<file path="src/rtl/pwr_wake_pkg.sv">
package pwr_wake_pkg;

    localparam int CTL_W    = 5;
    localparam int CB_IDLE  = 0;
    localparam int CB_PDOWN = 1;
    localparam int CB_XREL  = 2;
    localparam int CB_CMP   = 3;
    localparam int CB_WDT   = 4;

    typedef enum logic [2:0] {
        ST_RUN,
        ST_IDLE,
        ST_PDOWN,
        ST_WARM,
        ST_PINHOLD,
        ST_RSTHOLD,
        ST_RESET
    } pm_state_e;

    typedef enum logic {
        SRC_XINT,
        SRC_RSTPIN
    } wake_src_e;

endpackage

</file>
<file path="src/rtl/pwr_sync.sv">
module pwr_sync #(
    parameter int             W       = 1,
    parameter logic [W-1:0]   RST_VAL = '0
) (
    input  logic         clk,
    input  logic         rst_n,
    input  logic [W-1:0] d,
    output logic [W-1:0] q
);
    logic [W-1:0] stage1;

    always_ff @(posedge clk or negedge rst_n) begin
        if (!rst_n) begin
            stage1 <= RST_VAL;
            q      <= RST_VAL;
        end else begin
            stage1 <= d;
            q      <= stage1;
        end
    end
endmodule

</file>
<file path="src/rtl/pwr_startup_cnt.sv">
module pwr_startup_cnt #(
    parameter int CYC = 40000
) (
    input  logic clk,
    input  logic rst_n,
    input  logic run,
    output logic done
);
    localparam int CW = $clog2(CYC + 1);

    logic [CW-1:0] cnt;

    assign done = run && (cnt == CW'(CYC - 1));

    always_ff @(posedge clk or negedge rst_n) begin
        if (!rst_n)       cnt <= '0;
        else if (!run)    cnt <= '0;
        else if (!done)   cnt <= cnt + 1'b1;
    end
endmodule

</file>
<file path="src/rtl/pwr_lockout.sv">
module pwr_lockout #(
    parameter int CYC = 128
) (
    input  logic clk,
    input  logic rst_n,
    input  logic reload,
    output logic locked
);
    localparam int CW = $clog2(CYC + 1);

    logic [CW-1:0] cnt;

    assign locked = (cnt != '0);

    always_ff @(posedge clk or negedge rst_n) begin
        if (!rst_n)        cnt <= CW'(CYC);
        else if (reload)   cnt <= CW'(CYC);
        else if (locked)   cnt <= cnt - 1'b1;
    end
endmodule

</file>
<file path="src/rtl/pwr_wake_ctrl.sv">
module pwr_wake_ctrl
    import pwr_wake_pkg::*;
#(
    parameter int NXINT       = 2,
    parameter int NIRQ        = 4,
    parameter int STARTUP_CYC = 40000,
    parameter int LOCK_CYC    = 128
) (
    input  logic             clk,
    input  logic             rst_n,
    input  logic             ctl_we,
    input  logic [CTL_W-1:0] ctl_wdata,
    input  logic [NXINT-1:0] xint_n,
    input  logic [NXINT-1:0] xint_en,
    input  logic [NXINT-1:0] xint_edge,
    input  logic             rst_pin,
    input  logic [NIRQ-1:0]  irq_pend,
    output logic             osc_en,
    output logic             cpu_clk_en,
    output logic             periph_clk_en,
    output logic             cmp_clk_en,
    output logic             wdt_clk_en,
    output logic             wake_irq
);
    localparam int IW = (NXINT > 1) ? $clog2(NXINT) : 1;

    // synchronised pins
    logic [NXINT-1:0] xint_s;
    logic [NXINT-1:0] xint_d;
    logic             rst_s;

    pwr_sync #(.W(NXINT), .RST_VAL({NXINT{1'b1}})) u_xsync (
        .clk(clk), .rst_n(rst_n), .d(xint_n), .q(xint_s)
    );

    pwr_sync #(.W(1), .RST_VAL(1'b0)) u_rsync (
        .clk(clk), .rst_n(rst_n), .d(rst_pin), .q(rst_s)
    );

    always_ff @(posedge clk or negedge rst_n) begin
        if (!rst_n) xint_d <= '1;
        else        xint_d <= xint_s;
    end

    // per-pin qualified falling edge
    logic [NXINT-1:0] qual;
    genvar g;
    generate
        for (g = 0; g < NXINT; g++) begin : g_pin
            assign qual[g] = xint_d[g] & ~xint_s[g] & xint_en[g] & ~xint_edge[g];
        end
    endgenerate

    logic [IW-1:0] pick;
    always_comb begin
        pick = '0;
        for (int i = NXINT - 1; i >= 0; i--) begin
            if (qual[i]) pick = IW'(i);
        end
    end

    // state and configuration
    pm_state_e  state_q, state_d;
    wake_src_e  src_q, src_d;
    logic [IW-1:0] idx_q, idx_d;
    logic       wake_q, wake_d;
    logic       relock;
    logic       cfg_xrel, cfg_cmp, cfg_wdt;
    logic       idle_req, pd_req;
    logic       locked;
    logic       start_done;

    assign idle_req = ctl_we && ctl_wdata[CB_IDLE];
    assign pd_req   = ctl_we && ctl_wdata[CB_PDOWN];

    pwr_startup_cnt #(.CYC(STARTUP_CYC)) u_start (
        .clk(clk), .rst_n(rst_n), .run(state_q == ST_WARM), .done(start_done)
    );

    pwr_lockout #(.CYC(LOCK_CYC)) u_lock (
        .clk(clk), .rst_n(rst_n), .reload(relock), .locked(locked)
    );

    always_ff @(posedge clk or negedge rst_n) begin
        if (!rst_n) begin
            cfg_xrel <= 1'b0;
            cfg_cmp  <= 1'b1;
            cfg_wdt  <= 1'b1;
        end else if (ctl_we && state_q == ST_RUN) begin
            cfg_xrel <= ctl_wdata[CB_XREL];
            cfg_cmp  <= ctl_wdata[CB_CMP];
            cfg_wdt  <= ctl_wdata[CB_WDT];
        end
    end

    // state register
    always_ff @(posedge clk or negedge rst_n) begin
        if (!rst_n) begin
            state_q <= ST_RUN;
            src_q   <= SRC_XINT;
            idx_q   <= '0;
            wake_q  <= 1'b0;
        end else begin
            state_q <= state_d;
            src_q   <= src_d;
            idx_q   <= idx_d;
            wake_q  <= wake_d;
        end
    end

    // next state
    always_comb begin
        state_d = state_q;
        src_d   = src_q;
        idx_d   = idx_q;
        wake_d  = 1'b0;
        relock  = 1'b0;
        unique case (state_q)
            ST_RUN: begin
                if (rst_s)                    state_d = ST_RESET;
                else if (pd_req && !locked)   state_d = ST_PDOWN;
                else if (idle_req)            state_d = ST_IDLE;
            end
            ST_IDLE: begin
                if (rst_s) begin
                    state_d = ST_RESET;
                end else if (|irq_pend) begin
                    state_d = ST_RUN;
                    wake_d  = 1'b1;
                end
            end
            ST_PDOWN: begin
                if (rst_s) begin
                    state_d = ST_WARM;
                    src_d   = SRC_RSTPIN;
                end else if (|qual) begin
                    idx_d = pick;
                    if (cfg_xrel) begin
                        state_d = ST_PINHOLD;
                    end else begin
                        state_d = ST_WARM;
                        src_d   = SRC_XINT;
                    end
                end
            end
            ST_WARM: begin
                if (start_done) begin
                    if (src_q == SRC_XINT) begin
                        state_d = ST_RUN;
                        wake_d  = 1'b1;
                        relock  = 1'b1;
                    end else begin
                        state_d = ST_RSTHOLD;
                    end
                end
            end
            ST_PINHOLD: begin
                if (xint_s[idx_q]) begin
                    state_d = ST_RUN;
                    wake_d  = 1'b1;
                    relock  = 1'b1;
                end
            end
            ST_RSTHOLD, ST_RESET: begin
                if (!rst_s) begin
                    state_d = ST_RUN;
                    relock  = 1'b1;
                end
            end
            default: state_d = ST_RUN;
        endcase
    end

    // outputs
    always_comb begin
        osc_en        = 1'b1;
        cpu_clk_en    = 1'b0;
        periph_clk_en = 1'b0;
        cmp_clk_en    = 1'b0;
        wdt_clk_en    = 1'b0;
        unique case (state_q)
            ST_RUN, ST_RESET: begin
                cpu_clk_en    = 1'b1;
                periph_clk_en = 1'b1;
                cmp_clk_en    = 1'b1;
                wdt_clk_en    = 1'b1;
            end
            ST_IDLE: begin
                periph_clk_en = 1'b1;
                cmp_clk_en    = cfg_cmp;
                wdt_clk_en    = cfg_wdt;
            end
            ST_PDOWN: osc_en = 1'b0;
            ST_WARM, ST_PINHOLD, ST_RSTHOLD: ;
            default: ;
        endcase
    end

    assign wake_irq = wake_q;

endmodule

</file>
<file path="config.mk">
export PLATFORM = sky130hd
export DESIGN_NAME = pwr_wake_ctrl
export DESIGN_NICKNAME = d
export VERILOG_FILES = /design/src/rtl/pwr_wake_pkg.sv /design/src/rtl/pwr_sync.sv /design/src/rtl/pwr_startup_cnt.sv /design/src/rtl/pwr_lockout.sv /design/src/rtl/pwr_wake_ctrl.sv
export SDC_FILE = /design/constraint.sdc
export NUM_CORES = 1
export LEC_CHECK = 0
export ABC_AREA = 1
export ABC_CLOCK_PERIOD_IN_PS = 1360
export CAP_MARGIN = 5
export CORE_ASPECT_RATIO = 0.6
export CORE_MARGIN = 1
export CORE_UTILIZATION = 45
export DETAILED_ROUTE_END_ITERATION = 7
export GPL_TIMING_DRIVEN = 0
export PLACE_DENSITY = 0.69
export SLEW_MARGIN = 20
export SYNTH_ARGS = -nofsm -noshare
export SYNTH_HDL_FRONTEND = slang
export SYNTH_SLANG_ARGS = --single-unit
</file>
<file path="constraint.sdc">
create_clock -name clk -period 1.36 [get_ports clk]
set_input_delay 0.204 -clock clk [delete_from_list [all_inputs] [get_ports clk]]
set_output_delay 0.204 -clock clk [all_outputs]
set_load 0.02 [all_outputs]
</file>
==> results of run 1 <==
-- final timing paths --
check,start,endpoint,slack (ns),cells after the start
hold reg to reg,u_rsync.stage1,u_rsync.q,0.36,0
setup reg to reg,u_start.cnt[0],u_lock.cnt[7],-0.14,8
min in group asynchronous,rst_n,u_start.cnt[8],0.41,2
max in group asynchronous,rst_n,u_lock.cnt[7],0.42,3
hold / removal,xint_n[0],u_xsync.stage1[0],0.30,1
setup / recovery,state_q[2],cmp_clk_en,-0.20,6
-- cells in the mapped netlist, drive strengths merged --
cell type  number
a21oi          11
a31oi           3
and2            1
buf             2
dfrtp          32
dfstp           9
ha              2
inv            39
mux2            3
mux2i           1
nand2          70
nand2b          1
nand3          21
nand4           4
nor2           43
nor3           11
o211ai          1
o21a            1
o21ai          17
o221ai          1
o311ai          1
xnor2           1
xor2            7
-- flip-flops by register name, indices dropped and copies added, names as in the netlist --
name and cells:
state_q 3, u_rsync.q 1, src_q 1, u_rsync.stage1 1
idx_q 1, cfg_wdt 1, u_xsync.stage1 2, cfg_cmp 1
xint_d 2, cfg_xrel 1, u_xsync.q 2, u_lock.cnt 8
wake_irq 1, u_start.cnt 16
-- through the flow --
step / hold WS, ns / setup TNS [ns] / util / std cells
after floorplan: -0.0916 / 0 / - / 282
final: 0.304 / -2.20 / 0.700 / 408
after CTS: 0.305 / -1.56 / 0.638 / 398
after detailed placement: 0.205 / -4.76 / 0.551 / 370
after global placement: 0.341 / -40.55 / 0.546 / 369
after global routing: 0.300 / -3.76 / 0.700 / 408
-- power breakdown --
part,internal [W],leakage (nW),switching [W]
registers,0.00152,0.507,0.000214
clock network,0.000545,0.0552,0.000446
logic,0.00125,0.940,0.00150
total,0.00331,1.50,0.00216
-- repair_timing --
action | 4_1_cts | 5_1_grt
setup buffers | 19 | 10
hold endpoints to repair | 12 | 0
pin swaps | 11 | 17
endpoints found under the setup margin | 31 | 34
hold buffers | 1 | 0
resized for setup | 72 | 56
-- worst max-delay path, cell delays in order (launching register included) --
cell,delay [ns]
dfrtp_2,0.49
nor2_4,0.15
nand2_2,0.09
nand2_2,0.09
inv_2,0.06
nand2_1,0.07
buf_6,0.11
-- kinds of logic (layout without fill, tap and decap cells) --
family / after synthesis / after routing
AO/OA/AOI/OAI: 35 / 35
XOR/XNOR: 8 / 8
adder cells (fa/ha/maj): 2 / 2
buffers and inverters: 41 / 104
flip-flops: 41 / 41
multiplexers: 4 / 4
AND/OR/NAND/NOR: 151 / 151
-- routing by layer --
metal	wire length, microns	share of wire
met4	72	0.013
met3	314	0.055
met5	0	0
met2	2610	0.45
met1	2760	0.48
-- area by class of cell --
cell class	instances	share of cell area
Clock buffer	6	0.0224
Clock inverter	2	0.0108
Multi-Input combinational cell	200	0.405
Inverter	39	0.0505
Buffer	2	0.00694
Sequential cell	41	0.322
Timing Repair Buffer	55	0.158
Tap cell	63	0.0243
==> impl_metrics.ini, run 1 <==
[floorplan]
core.rowCount = 19
start_util = 0.474
die_area_sq_mm = 0.00518
die_h_microns = 56.1
placeableCoreArea_sq_mm = 0.00464
io_pins = 25
die_x_microns = 92.2

[pwr]
leakage_nw = 1.50
power.density_mw_per_mm2 = 1690
power_w = 0.00547
vdd_drop_max_v = 0.00123

[global_route]
top_usage_layer = met1
met2_usage = 0.333
antenna_found_initial = 0
grt.overflow.total = 0
use_met3 = 0.0505
grt_pass1_wl_microns = 8940
track_usage = 0.226
grt_pass1_vias = 1867
grt_max_degree = 22
grtUsageMet1 = 0.334

[routing]
detail-route-antenna-nets = 0
drtIter0Drc = 84
drc_errors = 0
wire_per_inst_microns = 14.1
dr.pass1.iters = 4
via_per_inst = 5.14
vias = 2099
routed_wl_microns = 5760

[logic_synthesis]
synthTopCellsByArea = dfrtp_1 36%, nand2_1 11%, dfstp_2 11%
synth.top_cell.area_share = 0.364
synth.area.mux_share = 0.0199
yosysWarnings = 0
syn_area_per_cell_sq_um = 7.80
yosys.area_share.simple = 0.306
synth.distinct_cells = 30
synth_nets = 303
synth_xor_xnor_area_share = 0.0319
synth_area_sq_mm = 0.00220
synth_top_family_by_area = simple AND/OR/NAND/NOR gates
ys_seq_area_frac = 0.472
synth_compound_area_frac = 0.0871
synth_fa_ha_area_frac = 0.0114
synthesis.instances = 282
ys_ff_latch = 41
yosysTopAreaCell = dfrtp_1

[cells_and_area]
antenna_cells = 0
fill_cells = 361
syn_to_final_growth_pct = 47.6
multi_input_area_sq_mm = 0.00131
drive_gt1_frac = 0.400
regArea_sq_mm = 0.00104
final_cell_mix = 51 x nand2_1, 26 x nor2_1, 26 x dfrtp_1
final_nets = 365
final_common_cell = nand2_1
final_area_sq_mm = 0.00325

[placement]
hpwl_microns = 3520
placed_cell_area_sq_mm = 0.00255
place.gp.congestion = 0.925
pre_cts_ws_ns = -0.446
portBuffers = 24

[timing]
setup_ws_ns = -0.202
finalHoldViolCount = 0
fin_skew_ns = 0.00933
slew_headroom = 0.663
min_period_ns = 1.56
slew_violations = 0
setup_viol = 22
rsz0062_at_grt = yes
tightestPinTransition_ns = 0.505
max_freq_ghz = 0.640
finalCritPeriodShare = 1.15

[clocking]
htree_levels = 2
clkLatencyLatePin_ns = 0.30
clkTransAtPathRegs_ns = 0.08
numCtsBuffers = 5
cts_root_buf = clkbuf_8
cts_tree = built
cts_buffer_depth = 2
clkSinkCount = 41

[setup_path]
critPathCaptureType = output port
worst-endpoint-arrival_ns = 1.36
critPathMaxFanout = 4
startpoint_type = flop
critical_path_class = reg2out
critPathRequiredTime_ns = 1.16

[worst_hold_path]
min_path_type = in2reg

[run_status]
outcome = finished with violations
violations = negative setup slack

[job]
max_cap_viol_count = 0
No activity file was read; power rests on OpenSTA's default activity.
==> run 2: changes to the inputs <==
--- a/config.mk
+++ b/config.mk
@@ -12,7 +12,7 @@
 export CORE_MARGIN = 1
 export CORE_UTILIZATION = 45
 export DETAILED_ROUTE_END_ITERATION = 7
-export GPL_TIMING_DRIVEN = 0
+export GPL_TIMING_DRIVEN = 1
 export PLACE_DENSITY = 0.69
 export SLEW_MARGIN = 20
 export SYNTH_ARGS = -nofsm -noshare
==> impl_metrics.ini, run 2 (synthesized netlist as in run 1, its figures left out) <==
[run_status]
outcome = finished with violations
violations = negative setup slack

[timing]
slew_violations = 0
setup_viol = 24
slew_headroom = 0.731
fin_skew_ns = 0.00770
finalHoldViolCount = 0
min_period_ns = 1.53
max_freq_ghz = 0.652
setup_ws_ns = -0.174
tightestPinTransition_ns = 0.402
rsz0062_at_grt = yes
hold_ws_ns = 0.314
finalCritPeriodShare = 1.13

[cells_and_area]
fin_util = 0.726
drive_gt1_frac = 0.431
reg.largest.list = u_start.cnt (16), u_lock.cnt (8), state_q (3)
top_register = u_start.cnt
final_nets = 387
syn_to_final_growth_pct = 53.0
final_common_cell = buf_4
final_cell_mix = 47 x buf_4, 45 x nand2_1, 29 x dfrtp_1
antenna_cells = 0
largest_register_ffs = 16

[floorplan]
die_h_microns = 56.1
die_area_sq_mm = 0.00518
io_pins = 25
die_x_microns = 92.2
placeableCoreArea_sq_mm = 0.00464
start_util = 0.474
core.rowCount = 19

[global_route]
track_usage = 0.233
grt_pass1_vias = 2051
grt.overflow.total = 0
antenna_found_initial = 0
grt_max_degree = 42
grt_pass1_wl_microns = 9270

[setup_path]
crit_chain = buf_4 -> nand3_4 -> buf_6 -> inv_2 -> nand4_1 -> nand2_2 -> nor2_4 -> nand2_2 -> nand2_1 -> nand2_1
reg2reg_setup_slack_ns = -0.17
worst-endpoint-arrival_ns = 1.71
startpoint_type = flop
critPathRequiredTime_ns = 1.53
slowest_delay_ns = 0.45
cp_slowest_cell = dfrtp_2
critPathMaxFanout = 4
critPathCaptureType = flop
critical_path_class = reg2reg

[pwr]
power.density_mw_per_mm2 = 1670
leakage_nw = 1.57
power_w = 0.00562
vdd_drop_max_v = 0.00138

[routing]
vias = 2180
via_per_inst = 5.07
routed_wl_microns = 6020
detail-route-antenna-nets = 0
wire_per_inst_microns = 14.0
drtIter0Drc = 121
dr.pass1.iters = 4
drc_errors = 0

[clocking]
cts_root_buf = clkbuf_8
htree_levels = 2
clkTransAtPathRegs_ns = 0.07
clkLatencyLatePin_ns = 0.29
clkSinkCount = 41
numCtsBuffers = 5
cts_buffer_depth = 2
cts_tree = built

[placement]
pre_cts_ws_ns = -0.367
portBuffers = 24
hpwl_microns = 4000
place.gp.congestion = 0.876

[job]
max_cap_viol_count = 0

[worst_hold_path]
min_path_type = in2reg
-- run 2: path summary, 6_finish.rpt --
kind                              startpoint                end  cells past startpoint
setup / recovery                  state_q[1]         state_q[0]                     10
hold / removal                     xint_n[1]  u_xsync.stage1[1]                      1
setup reg to reg                  state_q[1]         state_q[0]                     10
hold reg to reg            u_xsync.stage1[0]       u_xsync.q[0]                      0
max in group asynchronous              rst_n            cfg_cmp                      3
min in group asynchronous              rst_n     u_start.cnt[6]                      3
-- run 2: critical path, delay by kind of cell, from the launching register on --
kind | cells | cell delay (ns)
AND/OR/NAND/NOR | 7 | 0.65
buffers and inverters | 3 | 0.33
flip-flops | 1 | 0.45
-- run 2: stage by stage --
step	setup TNS [ns]	std cells	area [sq um]
2_1_floorplan	0	282	2210
3_3_place_gp	-1.64	412	2860
3_5_place_dp	-2.61	412	2860
4_1_cts	-1.25	426	3150
5_1_grt	-3.99	430	3360
6_report	-1.56	430	3360
-- run 2: layout make-up --
class                   count  area, sq um
clock buffers               8         90.1
well taps                  63         78.8
multi-input cells         200         1300
inverters                  39          159
fillers                   345         1270
repair buffers             79          691
flip-flops and latches     41         1040
-- run 2: repair_timing --
action,in CTS,in global routing
pin swaps,11,23
endpoints found under the hold margin,32,0
hold buffers,1,0
setup buffers,5,5
endpoints found under the setup margin,22,34
resized for setup,69,55
-- run 2: metal layers --
metal  part of all wire  GRT usage  wire length, microns
met5                  0          0                     0
met4              0.012     0.0580                    74
met1               0.47      0.335                  2840
met2               0.46      0.353                  2770
met3              0.056     0.0601                   337
-- run 2: power by group --
group / total [W] / internal, W / switching [W]
Clock: 0.000828 / 0.000414 / 0.000414
Sequential: 0.00171 / 0.00152 / 0.000189
Combinational: 0.00308 / 0.00145 / 0.00162
==> run 3: changes to the inputs <==
--- a/config.mk
+++ b/config.mk
@@ -7,7 +7,7 @@
 export LEC_CHECK = 0
 export ABC_AREA = 1
 export ABC_CLOCK_PERIOD_IN_PS = 1360
-export CAP_MARGIN = 5
+export CAP_MARGIN = 20
 export CORE_ASPECT_RATIO = 0.6
 export CORE_MARGIN = 1
 export CORE_UTILIZATION = 45
==> results of run 3 <==
Same layout as run 2: the final DEF is identical, and so are final timing and power.
